===== config.mk =====
export PLATFORM = sky130hd
export DESIGN_NAME = rx_admit_filter
export DESIGN_NICKNAME = d
export VERILOG_FILES = /design/src/rtl/rxf_pkg.sv /design/src/rtl/rxf_cfg_regs.sv /design/src/rtl/rxf_dest_track.sv /design/src/rtl/rxf_verdict.sv /design/src/rtl/rx_admit_filter.sv
export SDC_FILE = /design/constraint.sdc
export NUM_CORES = 1
export LEC_CHECK = 0
export BUFFER_PORTS_ARGS = -buffer_cell sky130_fd_sc_hd__buf_2
export CAP_MARGIN = 0
export CORE_ASPECT_RATIO = 0.6
export CORE_UTILIZATION = 45
export DETAILED_ROUTE_END_ITERATION = 7
export HOLD_SLACK_MARGIN = 0.06
export PLACE_DENSITY = 0.74
export SLEW_MARGIN = 20
export SYNTH_ARGS = -nofsm -noshare
export SYNTH_HDL_FRONTEND = slang
export SYNTH_SLANG_ARGS = --single-unit

===== constraint.sdc =====
create_clock -name clk -period 5.8 [get_ports clk]
set_input_delay 0.58 -clock clk [delete_from_list [all_inputs] [get_ports clk]]
set_output_delay 0.58 -clock clk [all_outputs]
set_load 0.05 [all_outputs]

===== src/rtl/rxf_pkg.sv =====
package rxf_pkg;
  localparam int FC_UCAST_ALL = 0;
  localparam int FC_MCAST     = 1;
  localparam int FC_BCAST     = 2;
  localparam int FC_CMP_EN    = 3;
  localparam int FC_COMPL     = 4;
  localparam int FC_W         = 5;

  localparam int ADDR_BYTES   = 6;
  localparam int HDR_BYTES    = 14;
  localparam int FCS_BYTES    = 4;

  typedef enum logic [1:0] {DST_UCAST, DST_MCAST, DST_BCAST} dst_kind_e;

  function automatic logic [7:0] station_byte(input logic [31:0] hi,
                                               input logic [15:0] lo_top,
                                               input int idx);
    logic [47:0] packed_addr;
    packed_addr = {hi, lo_top};
    return packed_addr[47 - 8*idx -: 8];
  endfunction
endpackage


===== src/rtl/rxf_cfg_regs.sv =====
module rxf_cfg_regs #(
  parameter int RD_W      = 16,
  parameter int MFS_RESET = 16'h0800
) (
  input  logic            clk,
  input  logic            rst_n,
  input  logic            wr,
  input  logic            sel,
  input  logic [RD_W-1:0] wdata,
  output logic            en0,
  output logic [RD_W-1:0] mfs,
  output logic [RD_W-1:0] en_rd
);
  always_ff @(posedge clk) begin
    if (!rst_n) begin
      en0 <= 1'b0;
      mfs <= RD_W'(MFS_RESET);
    end else if (wr) begin
      if (sel) mfs <= wdata;
      else     en0 <= wdata[0];
    end
  end

  assign en_rd = {{(RD_W-1){1'b0}}, en0};
endmodule


===== src/rtl/rxf_dest_track.sv =====
module rxf_dest_track
  import rxf_pkg::*;
#(
  parameter int CNT_W = 16
) (
  input  logic             clk,
  input  logic             rst_n,
  input  logic             beat,
  input  logic             first,
  input  logic [7:0]       data,
  input  logic [31:0]      sta_hi,
  input  logic [15:0]      sta_lo_top,
  output logic [CNT_W-1:0] cnt_now,
  output dst_kind_e        kind,
  output logic             addr_match,
  output logic             hdr_now
);
  logic [CNT_W-1:0] cnt_q;
  logic             ones_q, grp_q, match_q;
  logic [7:0]       exp_byte [ADDR_BYTES];
  logic             byte_eq;

  assign cnt_now = first ? '0 : cnt_q;

  for (genvar g = 0; g < ADDR_BYTES; g++) begin : g_sta
    assign exp_byte[g] = station_byte(sta_hi, sta_lo_top, g);
  end

  always_comb begin
    byte_eq = 1'b0;
    for (int i = 0; i < ADDR_BYTES; i++)
      if (cnt_now == CNT_W'(i)) byte_eq = (data == exp_byte[i]);
  end

  always_ff @(posedge clk) begin
    if (!rst_n) begin
      cnt_q   <= '0;
      ones_q  <= 1'b0;
      grp_q   <= 1'b0;
      match_q <= 1'b0;
    end else if (beat) begin
      if (cnt_now != '1) cnt_q <= cnt_now + 1'b1;
      if (cnt_now == '0) begin
        ones_q  <= (data == 8'hFF);
        grp_q   <= data[0];
        match_q <= byte_eq;
      end else if (cnt_now < CNT_W'(ADDR_BYTES)) begin
        ones_q  <= ones_q & (data == 8'hFF);
        match_q <= match_q & byte_eq;
      end
    end
  end

  assign hdr_now    = beat && (cnt_now == CNT_W'(HDR_BYTES - 1));
  assign addr_match = match_q;
  assign kind       = ones_q ? DST_BCAST : (grp_q ? DST_MCAST : DST_UCAST);
endmodule


===== src/rtl/rxf_verdict.sv =====
module rxf_verdict
  import rxf_pkg::*;
#(
  parameter int CNT_W     = 16,
  parameter int MFS_W     = 16,
  parameter int STD_LIMIT = 1518
) (
  input  logic             clk,
  input  logic             rst_n,
  input  logic             beat,
  input  logic             last,
  input  logic [CNT_W-1:0] cnt_now,
  input  dst_kind_e        kind,
  input  logic             addr_match,
  input  logic             hdr_now,
  input  logic [FC_W-1:0]  ctrl,
  input  logic             en0,
  input  logic [MFS_W-1:0] mfs,
  input  logic             long_ok,
  output logic             dec_valid,
  output logic             dec_accept,
  output logic             dec_long,
  output logic             ev_hdr,
  output logic             ev_oversize,
  output logic             ev_toolong
);
  localparam int LW = (CNT_W > MFS_W ? CNT_W : MFS_W) + 2;

  logic [LW-1:0] len_fcs;
  logic          is_short, pass, uc_match, uc_pass, over_max, over_std;
  logic          acc_d, long_d, evo_d, evl_d;

  assign len_fcs  = LW'(cnt_now) + LW'(1 + FCS_BYTES);
  assign is_short = (cnt_now < CNT_W'(HDR_BYTES - 1));
  assign over_max = len_fcs > LW'(mfs);
  assign over_std = len_fcs > LW'(STD_LIMIT);
  assign uc_match = ctrl[FC_CMP_EN] && en0 && addr_match;
  assign uc_pass  = ctrl[FC_UCAST_ALL] || (ctrl[FC_COMPL] ? !uc_match : uc_match);

  always_comb begin
    unique case (kind)
      DST_BCAST: pass = ctrl[FC_COMPL] || ctrl[FC_BCAST];
      DST_MCAST: pass = ctrl[FC_COMPL] || ctrl[FC_MCAST];
      default:   pass = uc_pass;
    endcase
    acc_d  = 1'b0;
    long_d = 1'b0;
    evo_d  = 1'b0;
    evl_d  = 1'b0;
    if (!is_short && pass) begin
      if (over_max)                 evo_d = 1'b1;
      else if (over_std && !long_ok) evl_d = 1'b1;
      else begin
        acc_d  = 1'b1;
        long_d = over_std;
      end
    end
  end

  always_ff @(posedge clk) begin
    if (!rst_n) begin
      dec_valid   <= 1'b0;
      dec_accept  <= 1'b0;
      dec_long    <= 1'b0;
      ev_hdr      <= 1'b0;
      ev_oversize <= 1'b0;
      ev_toolong  <= 1'b0;
    end else begin
      dec_valid   <= beat && last;
      dec_accept  <= beat && last && acc_d;
      dec_long    <= beat && last && long_d;
      ev_oversize <= beat && last && evo_d;
      ev_toolong  <= beat && last && evl_d;
      ev_hdr      <= hdr_now;
    end
  end
endmodule


===== src/rtl/rx_admit_filter.sv =====
module rx_admit_filter
  import rxf_pkg::*;
#(
  parameter int CNT_W     = 16,
  parameter int MFS_W     = 16,
  parameter int MFS_RESET = 16'h0800,
  parameter int STD_LIMIT = 1518
) (
  input  logic             clk,
  input  logic             rst_n,
  input  logic             in_valid,
  output logic             in_ready,
  input  logic [7:0]       in_data,
  input  logic             in_first,
  input  logic             in_last,
  input  logic [4:0]       flt_ctrl,
  input  logic [31:0]      sta_hi,
  input  logic [31:0]      sta_lo,
  input  logic             long_ok,
  input  logic             cfg_wr,
  input  logic             cfg_sel,
  input  logic [MFS_W-1:0] cfg_wdata,
  output logic [MFS_W-1:0] en_rd,
  output logic [MFS_W-1:0] mfs_rd,
  output logic             dec_valid,
  output logic             dec_accept,
  output logic             dec_long,
  output logic             ev_hdr,
  output logic             ev_oversize,
  output logic             ev_toolong
);
  logic             beat, en0, addr_match, hdr_now;
  logic [CNT_W-1:0] cnt_now;
  dst_kind_e        kind;
  logic             unused_lo;

  assign in_ready  = rst_n;
  assign beat      = in_valid && in_ready;
  assign unused_lo = ^sta_lo[15:0];

  rxf_cfg_regs #(.RD_W(MFS_W), .MFS_RESET(MFS_RESET)) u_regs (
    .clk(clk), .rst_n(rst_n), .wr(cfg_wr), .sel(cfg_sel), .wdata(cfg_wdata),
    .en0(en0), .mfs(mfs_rd), .en_rd(en_rd)
  );

  rxf_dest_track #(.CNT_W(CNT_W)) u_dest (
    .clk(clk), .rst_n(rst_n), .beat(beat), .first(in_first), .data(in_data),
    .sta_hi(sta_hi), .sta_lo_top(sta_lo[31:16]), .cnt_now(cnt_now),
    .kind(kind), .addr_match(addr_match), .hdr_now(hdr_now)
  );

  rxf_verdict #(.CNT_W(CNT_W), .MFS_W(MFS_W), .STD_LIMIT(STD_LIMIT)) u_verdict (
    .clk(clk), .rst_n(rst_n), .beat(beat), .last(in_last), .cnt_now(cnt_now),
    .kind(kind), .addr_match(addr_match), .hdr_now(hdr_now), .ctrl(flt_ctrl),
    .en0(en0), .mfs(mfs_rd), .long_ok(long_ok), .dec_valid(dec_valid),
    .dec_accept(dec_accept), .dec_long(dec_long), .ev_hdr(ev_hdr),
    .ev_oversize(ev_oversize), .ev_toolong(ev_toolong)
  );
endmodule


==> results of run 1 <==
[layout make-up]
class | count | share of cell area
Clock buffer | 6 | 0.0298
Clock inverter | 2 | 0.00868
Inverter | 29 | 0.0252
Multi-Input combinational cell | 387 | 0.586
Sequential cell | 42 | 0.194
Tap cell | 108 | 0.0312
Timing Repair Buffer | 108 | 0.125
[layer usage]
layer  global-route usage  up-vias
met3               0.0425        4
met1                0.336     1785
met4               0.0436        0
li1                     -     1847
met2                0.341      145
met5                    0        -
[kinds of logic after synthesis]
group	after synthesis	share of synthesized area
DFF	42	0.227
and+or+nand+nor	187	0.263
xor gates and xnor gates	56	0.132
other	1	0.00101
adders and majority gates	21	0.0709
muxes	5	0.0135
AOI/OAI and AO/OA	103	0.188
buffers and inverters	79	0.105
[final timing paths]
check / startpoint / endpoint / slack, ps / cells after the start
min: long_ok / u_verdict.ev_toolong$_SDFF_PN0_ / 470 / 2
max: in_first / u_verdict.dec_long$_SDFF_PN0_ / 1820 / 14
min reg2reg: u_regs.mfs[9]$_SDFFE_PN0P_ / u_regs.mfs[9]$_SDFFE_PN0P_ / 480 / 2
max reg2reg: u_dest.cnt_q[3]$_SDFFE_PN0P_ / u_verdict.dec_long$_SDFF_PN0_ / 1870 / 11
[state kept, by name (all words and copies together), names as in the netlist]
register / cells
u_verdict.dec_long: 1
u_verdict.dec_valid: 1
u_verdict.ev_oversize: 1
u_verdict.ev_toolong: 1
u_dest.ones_q: 1
u_regs.mfs: 16
u_dest.cnt_q: 16
u_dest.grp_q: 1
u_regs.en0: 1
u_verdict.ev_hdr: 1
u_verdict.dec_accept: 1
u_dest.addr_match: 1
[cell usage after synthesis (12+ instances only)]
library cell	number
a21boi_0	16
a21oi_1	23
buf_4	21
clkbuf_1	20
dfxtp_1	42
ha_1	21
inv_1	29
nand2_1	53
nand3_1	15
nor2_1	30
nor3_1	15
nor4_1	16
o21ai_0	12
o21ai_1	12
xnor2_1	28
xor2_1	28
[stage by stage]
stage | area [um^2] | util | setup slack [ps] | power (mW)
after detailed placement | 4160 | 0.525 | 1540 | 0.488
after floorplan | 3760 | - | 1820 | 0.442
after global routing | 4330 | 0.547 | 1470 | 0.835
after CTS | 4320 | 0.546 | 1820 | 0.805
after global placement | 4160 | 0.525 | 1650 | 0.483
final | 4330 | 0.547 | 1820 | 0.804
[power by group through the flow]
stage | sequential [mW] | clock [mW] | combinational, mW
2_1_floorplan | 0.328 | 0 | 0.114
3_3_place_gp | 0.310 | 0 | 0.172
3_5_place_dp | 0.311 | 0 | 0.177
4_1_cts | 0.304 | 0.323 | 0.178
5_1_grt | 0.305 | 0.336 | 0.194
6_report | 0.305 | 0.320 | 0.179
==> results.sh, run 1 <==
export IMPL_synthArstFlopShare=0
export IMPL_grt_max_degree=37
export IMPL_cp_start_kind="primary input"
export IMPL_comb_power_share=0.223
export IMPL_routed_wl_mm=10.1
export IMPL_synth_area_per_cell_um2=7.50
export IMPL_synth_main_ff_cell="dfxtp_1"
export IMPL_multi_input_area_um2=2530
export IMPL_power_frac_clock=0.398
export IMPL_drc=0
export IMPL_path_common_cell="ha_1"
export IMPL_drv_slew=0
export IMPL_portBuffers=108
export IMPL_vias_per_cell=5.54
export IMPL_cts_tree="yes"
export IMPL_seqPwrFrac=0.379
export IMPL_synth_top_cell_area_share=0.227
export IMPL_layout_commonest_cell="buf_2"
export IMPL_fin_skew_ps=6.32
export IMPL_rsz0062_at_grt="no"
export IMPL_ctsLongestPathBuffers=2
export IMPL_grt_pass1_vias=3312
export IMPL_die_area_um2=8620
export IMPL_yosys_warnings=0
export IMPL_cts_sinks=42
export IMPL_max_slew_margin=0.385
export IMPL_status="complete, no violations"
export IMPL_antenna_found_initial=0
export IMPL_clk_pin_slew_ps=60
export IMPL_initial_core_util=0.468
export IMPL_syn_inst=494
export IMPL_met3RoutedLength_um=695
export IMPL_grt_pass1_wl_mm=15.8
export IMPL_synth_area_um2=3710
export IMPL_ys_top_cells_by_area="dfxtp_1 23%, ha_1 7.1%, xnor2_1 6.6%"
export IMPL_hold_ws_ps=465
export IMPL_p_leak_nw=1.90
export IMPL_coreArea_um2=7910
export IMPL_crit_required_ps=6000
export IMPL_drive_above_1_share=0.216
export IMPL_setup_tns_ps=0
export IMPL_grt_ovfl_total=0
export IMPL_cts_max_level=2
export IMPL_hpwl_mm=7.96
export IMPL_finalHoldViolations=0
export IMPL_p_int_mw=0.565
export IMPL_ant_nets=0
export IMPL_crit_path_end_kind="register"
export IMPL_regArea_um2=841
export IMPL_grt_usage=0.227
export IMPL_routed_top_layer="met4"
export IMPL_ys_seq_elements=42
export IMPL_dr_pass1_iters=5
export IMPL_crit_path_cell_trace="buf_2, nor2b_1, ha_1, o21ai_1, nor4_1, xnor2_1, nor2_1, ha_1, a2111oi_0, o21ai_0, or3_1, a22oi_1, nand3_1, a211oi_1"
export IMPL_post_cts_resized=0
export IMPL_critical_path_max_stage_delay_ps=420
export IMPL_dp_cells=674
export IMPL_n_fill_cell=743
export IMPL_power_density_nw_per_um2=186
export IMPL_synth_distinct_cells=60
export IMPL_max_cap_violations=0
export IMPL_cp_max_fo=36
export IMPL_crit_arrival_ps=4170
export IMPL_clkLatencyLatePin_ps=280
export IMPL_routabilityCongestion=0.899
export IMPL_wl_met2_mm=4.38
export IMPL_m1WireLength_mm=4.93
export IMPL_vias=3781
export IMPL_drtIter0Drc=261
export IMPL_crit_family="simple AND/OR/NAND/NOR gates"
export IMPL_criticalPathCategory="in2reg"
export IMPL_stdcell_count=682
export IMPL_final_nets=695
export IMPL_synth_top_area_cell="dfxtp_1"
export IMPL_post_cts_setup_buffers=0
export IMPL_crit_buf_inv=1
export IMPL_cts_hold_buf=0
export IMPL_max_freq_mhz=252
export IMPL_slowest_stage="ha_1"
export IMPL_clock_root_buffer="clkbuf_16"
export IMPL_worst_pin_slew_ps=910
export IMPL_most_common_layout_cells="108 x buf_2, 53 x nand2_1, 42 x dfxtp_1"
export IMPL_finalSetupViolCount=0
export IMPL_cts_made_buffers=5
export IMPL_pin_count=140
export IMPL_die_w_um=119
export IMPL_fin_crit_sh=0.685
export IMPL_p_switching_mw=0.239
export IMPL_swShare=0.297
export IMPL_wire_per_inst_um=14.7
export IMPL_die_h_um=72.3
export IMPL_rows=25
export IMPL_num_antenna_cells=0
export IMPL_hp_class="in2reg"
export IMPL_syn2layout_area_growth_pct=16.7
export IMPL_ir_worst_vdd_uv=109
export IMPL_ys_seq_area_frac=0.227
export IMPL_synth_edf_count=0
export IMPL_fin_crit_ps=3980
Power figures use the tool's default switching activity.
==> run 2, diff against run 1 <==
--- a/config.mk
+++ b/config.mk
@@ -5,13 +5,14 @@
 export SDC_FILE = /design/constraint.sdc
 export NUM_CORES = 1
 export LEC_CHECK = 0
+export ABC_AREA = 1
 export BUFFER_PORTS_ARGS = -buffer_cell sky130_fd_sc_hd__buf_2
 export CAP_MARGIN = 0
 export CORE_ASPECT_RATIO = 0.6
 export CORE_UTILIZATION = 45
 export DETAILED_ROUTE_END_ITERATION = 7
 export HOLD_SLACK_MARGIN = 0.06
-export PLACE_DENSITY = 0.74
+export PLACE_DENSITY = 0.77
 export SLEW_MARGIN = 20
 export SYNTH_ARGS = -nofsm -noshare
 export SYNTH_HDL_FRONTEND = slang
==> constraint.sdc (replaced) <==
create_clock -name clk -period 3.3 [get_ports clk]
set_input_delay 0.33 -clock clk [delete_from_list [all_inputs] [get_ports clk]]
set_output_delay 0.33 -clock clk [all_outputs]
set_load 0.05 [all_outputs]
==> run 2 against run 1 <==
Core utilization is 0.70 points higher. Sequential share of layout area is 0.32 points lower. Register-to-register slack worse by 1500 ps. Synthesized cell count is 18% higher. Design area is 1.7% higher.
==> results.sh, run 2 <==
export IMPL_status="complete, no violations"
export IMPL_ys_seq_elements=42
export IMPL_dr_pass1_iters=5
export IMPL_slowest_stage="dfxtp_1"
export IMPL_worst_r2r_endpoint="u_verdict.dec_accept$_SDFF_PN0_"
export IMPL_path_common_cell="nand2_1"
export IMPL_cts_sinks=42
export IMPL_synth_area_um2=3740
export IMPL_synth_most_common_cell="nand2_1"
export IMPL_synth_compound_area_share=0.130
export IMPL_crit_required_ps=3520
export IMPL_ys_seq_area_frac=0.225
export IMPL_synth_edf_count=0
export IMPL_grt_max_degree=34
export IMPL_crit_path_cell_trace="inv_1, nor2_2, ha_1, nor2_1, nor2_2, nand3_1, inv_2, nand2_1, xnor2_1, inv_1, ha_1, nand2_1, nor2_1, a211oi_1, o21ai_0, nand2_1, nand3_1, nand2_1, nand3_1, a21oi_1"
export IMPL_hold_path_depth=3
export IMPL_crit_arrival_ps=3140
export IMPL_ir_worst_vdd_uv=204
export IMPL_wire_per_inst_um=13.0
export IMPL_synthMuxAreaShare=0
export IMPL_synth_top_area_cell="dfxtp_1"
export IMPL_coreArea_um2=7950
export IMPL_grt_pass1_wl_mm=16.8
export IMPL_fin_crit_sh=0.885
export IMPL_place_ws_ps=132
export IMPL_final_nets=801
export IMPL_min_from="in_last"
export IMPL_portBuffers=108
export IMPL_syn2layout_area_growth_pct=17.7
export IMPL_synth_area_per_cell_um2=6.40
export IMPL_crit_path_end_kind="register"
export IMPL_synth_top_cell_area_share=0.225
export IMPL_min_to="u_verdict.dec_valid$_SDFF_PN0_"
export IMPL_cts_tree="yes"
export IMPL_finalHoldViolations=0
export IMPL_initial_core_util=0.471
export IMPL_clk_pin_slew_ps=60
export IMPL_die_area_um2=8690
export IMPL_synth_fa_ha_area_frac=0.0703
export IMPL_grt_pass1_vias=3597
export IMPL_synth_xor_area_frac=0.112
export IMPL_p_leak_nw=2.18
export IMPL_drv_slew=0
export IMPL_rr_startpoint="u_dest.cnt_q[1]$_SDFFE_PN0P_"
export IMPL_top_regs="u_dest.cnt_q (16), u_regs.mfs (16)"
export IMPL_most_common_layout_cells="124 x nand2_1, 108 x buf_2, 81 x inv_1"
export IMPL_cp_max_fo=4
export IMPL_drive_above_1_share=0.228
export IMPL_ctsLongestPathBuffers=2
export IMPL_vias=3983
export IMPL_critical_path_max_stage_delay_ps=320
export IMPL_fin_crit_ps=2920
export IMPL_clkLatencyLatePin_ps=280
export IMPL_grt_ovfl_total=0
export IMPL_startpoint="u_dest.cnt_q[1]$_SDFFE_PN0P_"
export IMPL_power_total_mw=1.45
export IMPL_synth_top_family_by_area="simple AND/OR/NAND/NOR gates"
export IMPL_hp_class="in2reg"
export IMPL_die_h_um=72.6
export IMPL_clock_root_buffer="clkbuf_16"
export IMPL_antenna_found_initial=0
export IMPL_ant_nets=0
export IMPL_hpwl_mm=8.44
export IMPL_rsz0062_at_grt="no"
export IMPL_grt_usage=0.243
export IMPL_synthArstFlopShare=0
export IMPL_synth_distinct_cells=36
export IMPL_max_cap_violations=0
export IMPL_rows=25
export IMPL_max_slew_margin=0.421
export IMPL_max_freq_mhz=343
export IMPL_setup_slack_ps=381
export IMPL_cts_made_buffers=5
export IMPL_routabilityCongestion=0.903
export IMPL_ff2ff_path_depth=20
export IMPL_yosys_top_cells_count="124 x nand2_1, 81 x inv_1, 47 x nor2_1, 42 x dfxtp_1, 40 x a21oi_1"
export IMPL_drtIter0Drc=358
export IMPL_fin_skew_ps=4.31
export IMPL_syn_inst=584
export IMPL_power_density_nw_per_um2=330
export IMPL_cts_max_level=2
export IMPL_ys_top_cells_by_area="dfxtp_1 22%, nand2_1 12%, xnor2_1 8.4%"
export IMPL_pin_count=140
export IMPL_setup_tns_ps=0
export IMPL_finalSetupViolCount=0
export IMPL_layout_commonest_cell="nand2_1"
export IMPL_r2r_slack_ps=380
export IMPL_routed_wl_mm=10.3
export IMPL_drc=0
export IMPL_die_w_um=120
export IMPL_yosys_warnings=0
export IMPL_synth_simple_gate_area_frac=0.309
export IMPL_cp_start_kind="register"
export IMPL_synth_main_ff_cell="dfxtp_1"
export IMPL_vias_per_cell=5.05
export IMPL_worst_pin_slew_ps=866
export IMPL_post_cts_setup_buffers=0
export IMPL_criticalPathCategory="reg2reg"
export IMPL_num_antenna_cells=0
## run 2: changes by cell type in the layout (fill, tap and decap cells not counted), sizes merged, moves of 7 or more
cell    change
nand2      +80
inv        +63
nor2       +30
nand3      +19
a21oi      +17
a21boi     -16
o21ai      +16
xor2       -16
nor4       -14
nor2b       -8
xnor2       +8
nor3        -7
## run 2: final cells by class
class / instances / area [um^2]
Inverter: 92 / 345
Clock buffer: 7 / 143
Timing Repair Buffer: 109 / 548
Multi-Input combinational cell: 429 / 2380
Fill cell: 792 / 3550
Clock inverter: 1 / 5.00
Tap cell: 108 / 135
Sequential cell: 42 / 841
## run 2: how the worst max path moves through the flow
| stage | to | cells past startpoint |
|---|---|---|
| 3_3_place_gp | u_verdict.dec_accept$_SDFF_PN0_ | 20 |
| 6_report | u_verdict.dec_accept$_SDFF_PN0_ | 20 |
| 3_5_place_dp | u_verdict.dec_accept$_SDFF_PN0_ | 20 |
| 5_1_grt | u_verdict.dec_accept$_SDFF_PN0_ | 20 |
| 2_1_floorplan | u_verdict.dec_long$_SDFF_PN0_ | 18 |
| 4_1_cts | u_verdict.dec_accept$_SDFF_PN0_ | 20 |
## run 2: what timing repair did
action,in CTS,in global routing
hold buffers,0,0
resized for setup,0,1
endpoints found under the hold margin,0,0
endpoints found under the setup margin,0,1
## run 2: power by group
group          leakage [nW]  switching, mW  total, mW  internal [mW]
Combinational          1.77          0.273      0.408          0.134
Sequential            0.344         0.0132      0.545          0.532
Clock                0.0739          0.199      0.499          0.300
Total                  2.18          0.485       1.45          0.966
## run 2: logic make-up (layout without fill, tap and decap cells)
logic type | Yosys count | after routing
AO/OA/AOI/OAI | 91 | 91
XOR/XNOR | 48 | 48
adder cells (fa/ha/maj) | 21 | 21
buffers and inverters | 127 | 209
flip-flops | 42 | 42
other | 1 | 15
AND/OR/NAND/NOR | 254 | 254
## run 2: layer usage
metal  global-route usage  wire (um)  vias up
met4               0.0500         85        0
met3               0.0430        697        9
li1                     -          -     2010
met5                    0          0        -
met1                0.355       5210     1831
met2                0.374       4280      133
## run 2: worst max-delay path, delay by kind of cell (launching register included)
kind                       cells  cell delay [ps]
AOI/OAI and AO/OA              3              510
xor gates and xnor gates       1              190
adders and majority gates      2              510
buffers and inverters          3              260
DFF                            1              320
and+or+nand+nor               11             1060
## run 2: metrics by stage
step | hold WS (ps) | std cells | utilization | area (um^2)
finish | 251 | 788 | 0.554 | 4400
global placement | 459 | 780 | 0.535 | 4250
CTS | 254 | 788 | 0.553 | 4400
floorplan | 439 | 598 | - | 3790
detailed placement | 465 | 780 | 0.535 | 4250
global route | 276 | 788 | 0.554 | 4400
==> run 3, diff against run 2 <==
--- a/config.mk
+++ b/config.mk
@@ -9,10 +9,11 @@
 export BUFFER_PORTS_ARGS = -buffer_cell sky130_fd_sc_hd__buf_2
 export CAP_MARGIN = 0
 export CORE_ASPECT_RATIO = 0.6
-export CORE_UTILIZATION = 45
+export CORE_UTILIZATION = 46
 export DETAILED_ROUTE_END_ITERATION = 7
 export HOLD_SLACK_MARGIN = 0.06
-export PLACE_DENSITY = 0.77
+export PLACE_DENSITY = 0.78
+export SETUP_SLACK_MARGIN = 0.1
 export SLEW_MARGIN = 20
 export SYNTH_ARGS = -nofsm -noshare
 export SYNTH_HDL_FRONTEND = slang
==> run 3 against run 2 <==
The run now ends with design-rule violations left. Sequential cell count stayed put. Largest cell class unchanged. Non-clock buffer count rose by 3. Clock power grew 2%. Worst hold slack about the same.
==> results.sh, run 3 (synthesis results as in run 2) <==
export IMPL_cts_made_buffers=5
export IMPL_clock_root_buffer="clkbuf_16"
export IMPL_die_h_um=71.8
export IMPL_r2r_slack_ps=370
export IMPL_drive_above_1_share=0.236
export IMPL_clkLatencyLatePin_ps=290
export IMPL_criticalPathCategory="reg2reg"
export IMPL_grt_pass1_vias=3484
export IMPL_hpwl_mm=8.14
export IMPL_cts_sinks=42
export IMPL_most_common_layout_cells="123 x nand2_1, 108 x buf_2, 81 x inv_1"
export IMPL_grt_pass1_wl_mm=16.3
export IMPL_crit_path_end_kind="register"
export IMPL_die_w_um=118
export IMPL_setup_slack_ps=368
export IMPL_ant_nets=0
export IMPL_cp_start_kind="register"
export IMPL_max_cap_violations=0
export IMPL_hold_path_depth=3
export IMPL_fin_crit_sh=0.888
export IMPL_max_freq_mhz=341
export IMPL_hp_class="in2reg"
export IMPL_initial_core_util=0.474
export IMPL_vias=3957
export IMPL_syn2layout_area_growth_pct=18.9
export IMPL_finalSetupViolCount=0
export IMPL_setup_tns_ps=0
export IMPL_p_leak_nw=2.21
export IMPL_crit_arrival_ps=3160
export IMPL_n_fill_cell=774
export IMPL_fin_skew_ps=4.06
export IMPL_drtIter0Drc=274
export IMPL_coreArea_um2=7880
export IMPL_num_antenna_cells=0
export IMPL_fin_crit_ps=2930
export IMPL_min_to="u_verdict.dec_valid$_SDFF_PN0_"
export IMPL_rsz0062_at_grt="no"
export IMPL_rr_startpoint="u_dest.cnt_q[5]$_SDFFE_PN0P_"
export IMPL_pin_count=140
export IMPL_wire_per_inst_um=13.0
export IMPL_cts_hold_buf=0
export IMPL_clk_pin_slew_ps=60
export IMPL_ctsLongestPathBuffers=2
export IMPL_grt_busiest_layer="met2"
export IMPL_violations="design-rule violations"
export IMPL_ff2ff_path_depth=17
export IMPL_worst_r2r_endpoint="u_verdict.dec_accept$_SDFF_PN0_"
export IMPL_place_ws_ps=115
export IMPL_max_slew_margin=0.435
export IMPL_power_density_nw_per_um2=328
export IMPL_vias_per_cell=5.00
export IMPL_routabilityCongestion=0.936
export IMPL_drv_slew=0
export IMPL_worst_pin_slew_ps=846
export IMPL_min_from="in_last"
export IMPL_cts_max_level=2
export IMPL_crit_required_ps=3520
export IMPL_met2_usage=0.378
export IMPL_ir_worst_vdd_uv=175
export IMPL_final_nets=804
export IMPL_grt_max_degree=35
export IMPL_layout_commonest_cell="nand2_1"
export IMPL_use_met1=0.342
export IMPL_cts_tree="yes"
export IMPL_grtUsageMet3=0.0454
export IMPL_grt_ovfl_total=0
export IMPL_drc=1
export IMPL_rows=25
export IMPL_routed_wl_mm=10.3
export IMPL_top_regs="u_dest.cnt_q (16), u_regs.mfs (16)"
export IMPL_status="finished, violations left"
export IMPL_portBuffers=108
export IMPL_antenna_found_initial=0
export IMPL_grt_usage=0.242
export IMPL_dr_pass1_iters=7
export IMPL_cp_max_fo=7
export IMPL_finalHoldViolations=0
export IMPL_die_area_um2=8500
export IMPL_power_total_mw=1.46
## run 3: per-layer routing
metal,vias to the layer above,part of all wire
met5,-,0
met2,156,0.43
li1,2016,-
met4,0,0.0097
met1,1773,0.48
met3,12,0.079
## run 3: through the flow
step	util	hold WS [ps]	cells	instance area, um^2
after floorplan	-	439	598	3790
after detailed placement	0.538	470	779	4240
after global routing	0.564	273	791	4440
after global placement	0.538	461	779	4240
after CTS	0.557	252	787	4390
final	0.564	252	791	4440
## run 3: how the worst max path moves through the flow
| stage | start | end | slack (ps) | cells after the start |
|---|---|---|---|---|
| after floorplan | in_first | u_verdict.dec_long$_SDFF_PN0_ | 740 | 18 |
| after global placement | in_first | u_verdict.dec_accept$_SDFF_PN0_ | 250 | 20 |
| after detailed placement | in_first | u_verdict.dec_long$_SDFF_PN0_ | 110 | 20 |
| after CTS | u_dest.cnt_q[1]$_SDFFE_PN0P_ | u_verdict.dec_long$_SDFF_PN0_ | 330 | 18 |
| after global routing | u_dest.cnt_q[5]$_SDFFE_PN0P_ | u_verdict.dec_accept$_SDFF_PN0_ | 70 | 17 |
| final | u_dest.cnt_q[5]$_SDFFE_PN0P_ | u_verdict.dec_accept$_SDFF_PN0_ | 370 | 17 |
## run 3: power by group
| group | internal, mW | switching, mW |
|---|---|---|
| logic | 0.134 | 0.271 |
| clock network | 0.300 | 0.206 |
| registers | 0.531 | 0.0135 |
| total | 0.966 | 0.491 |
## run 3: critical path, cell delays in order, from the launching register on
cell and delay (ps):
dfxtp_1 400, inv_1 120, nor2_2 170, nand2_2 120, nor2_4 210, nand3_1 140, xor2_1 230, inv_1 80
ha_1 290, a21oi_1 130, nor2_1 70, a211oi_1 240, o21ai_0 150, nand2_1 90, nand3_1 60, nand2_1 100
nand3_1 120, a21oi_1 130
## run 3: area by class of cell
type	count	area [um^2]	area share
Timing Repair Buffer	112	571	0.128
Clock buffer	7	143	0.0321
Multi-Input combinational cell	429	2400	0.541
Sequential cell	42	841	0.189
Tap cell	108	135	0.0304
Inverter	92	348	0.0783
Clock inverter	1	5.00	0.00113
## run 3: repair_timing
item                       4_1_cts  5_1_grt
setup endpoints to repair        0        4
gates resized for setup          0        6
setup buffers                    0        4
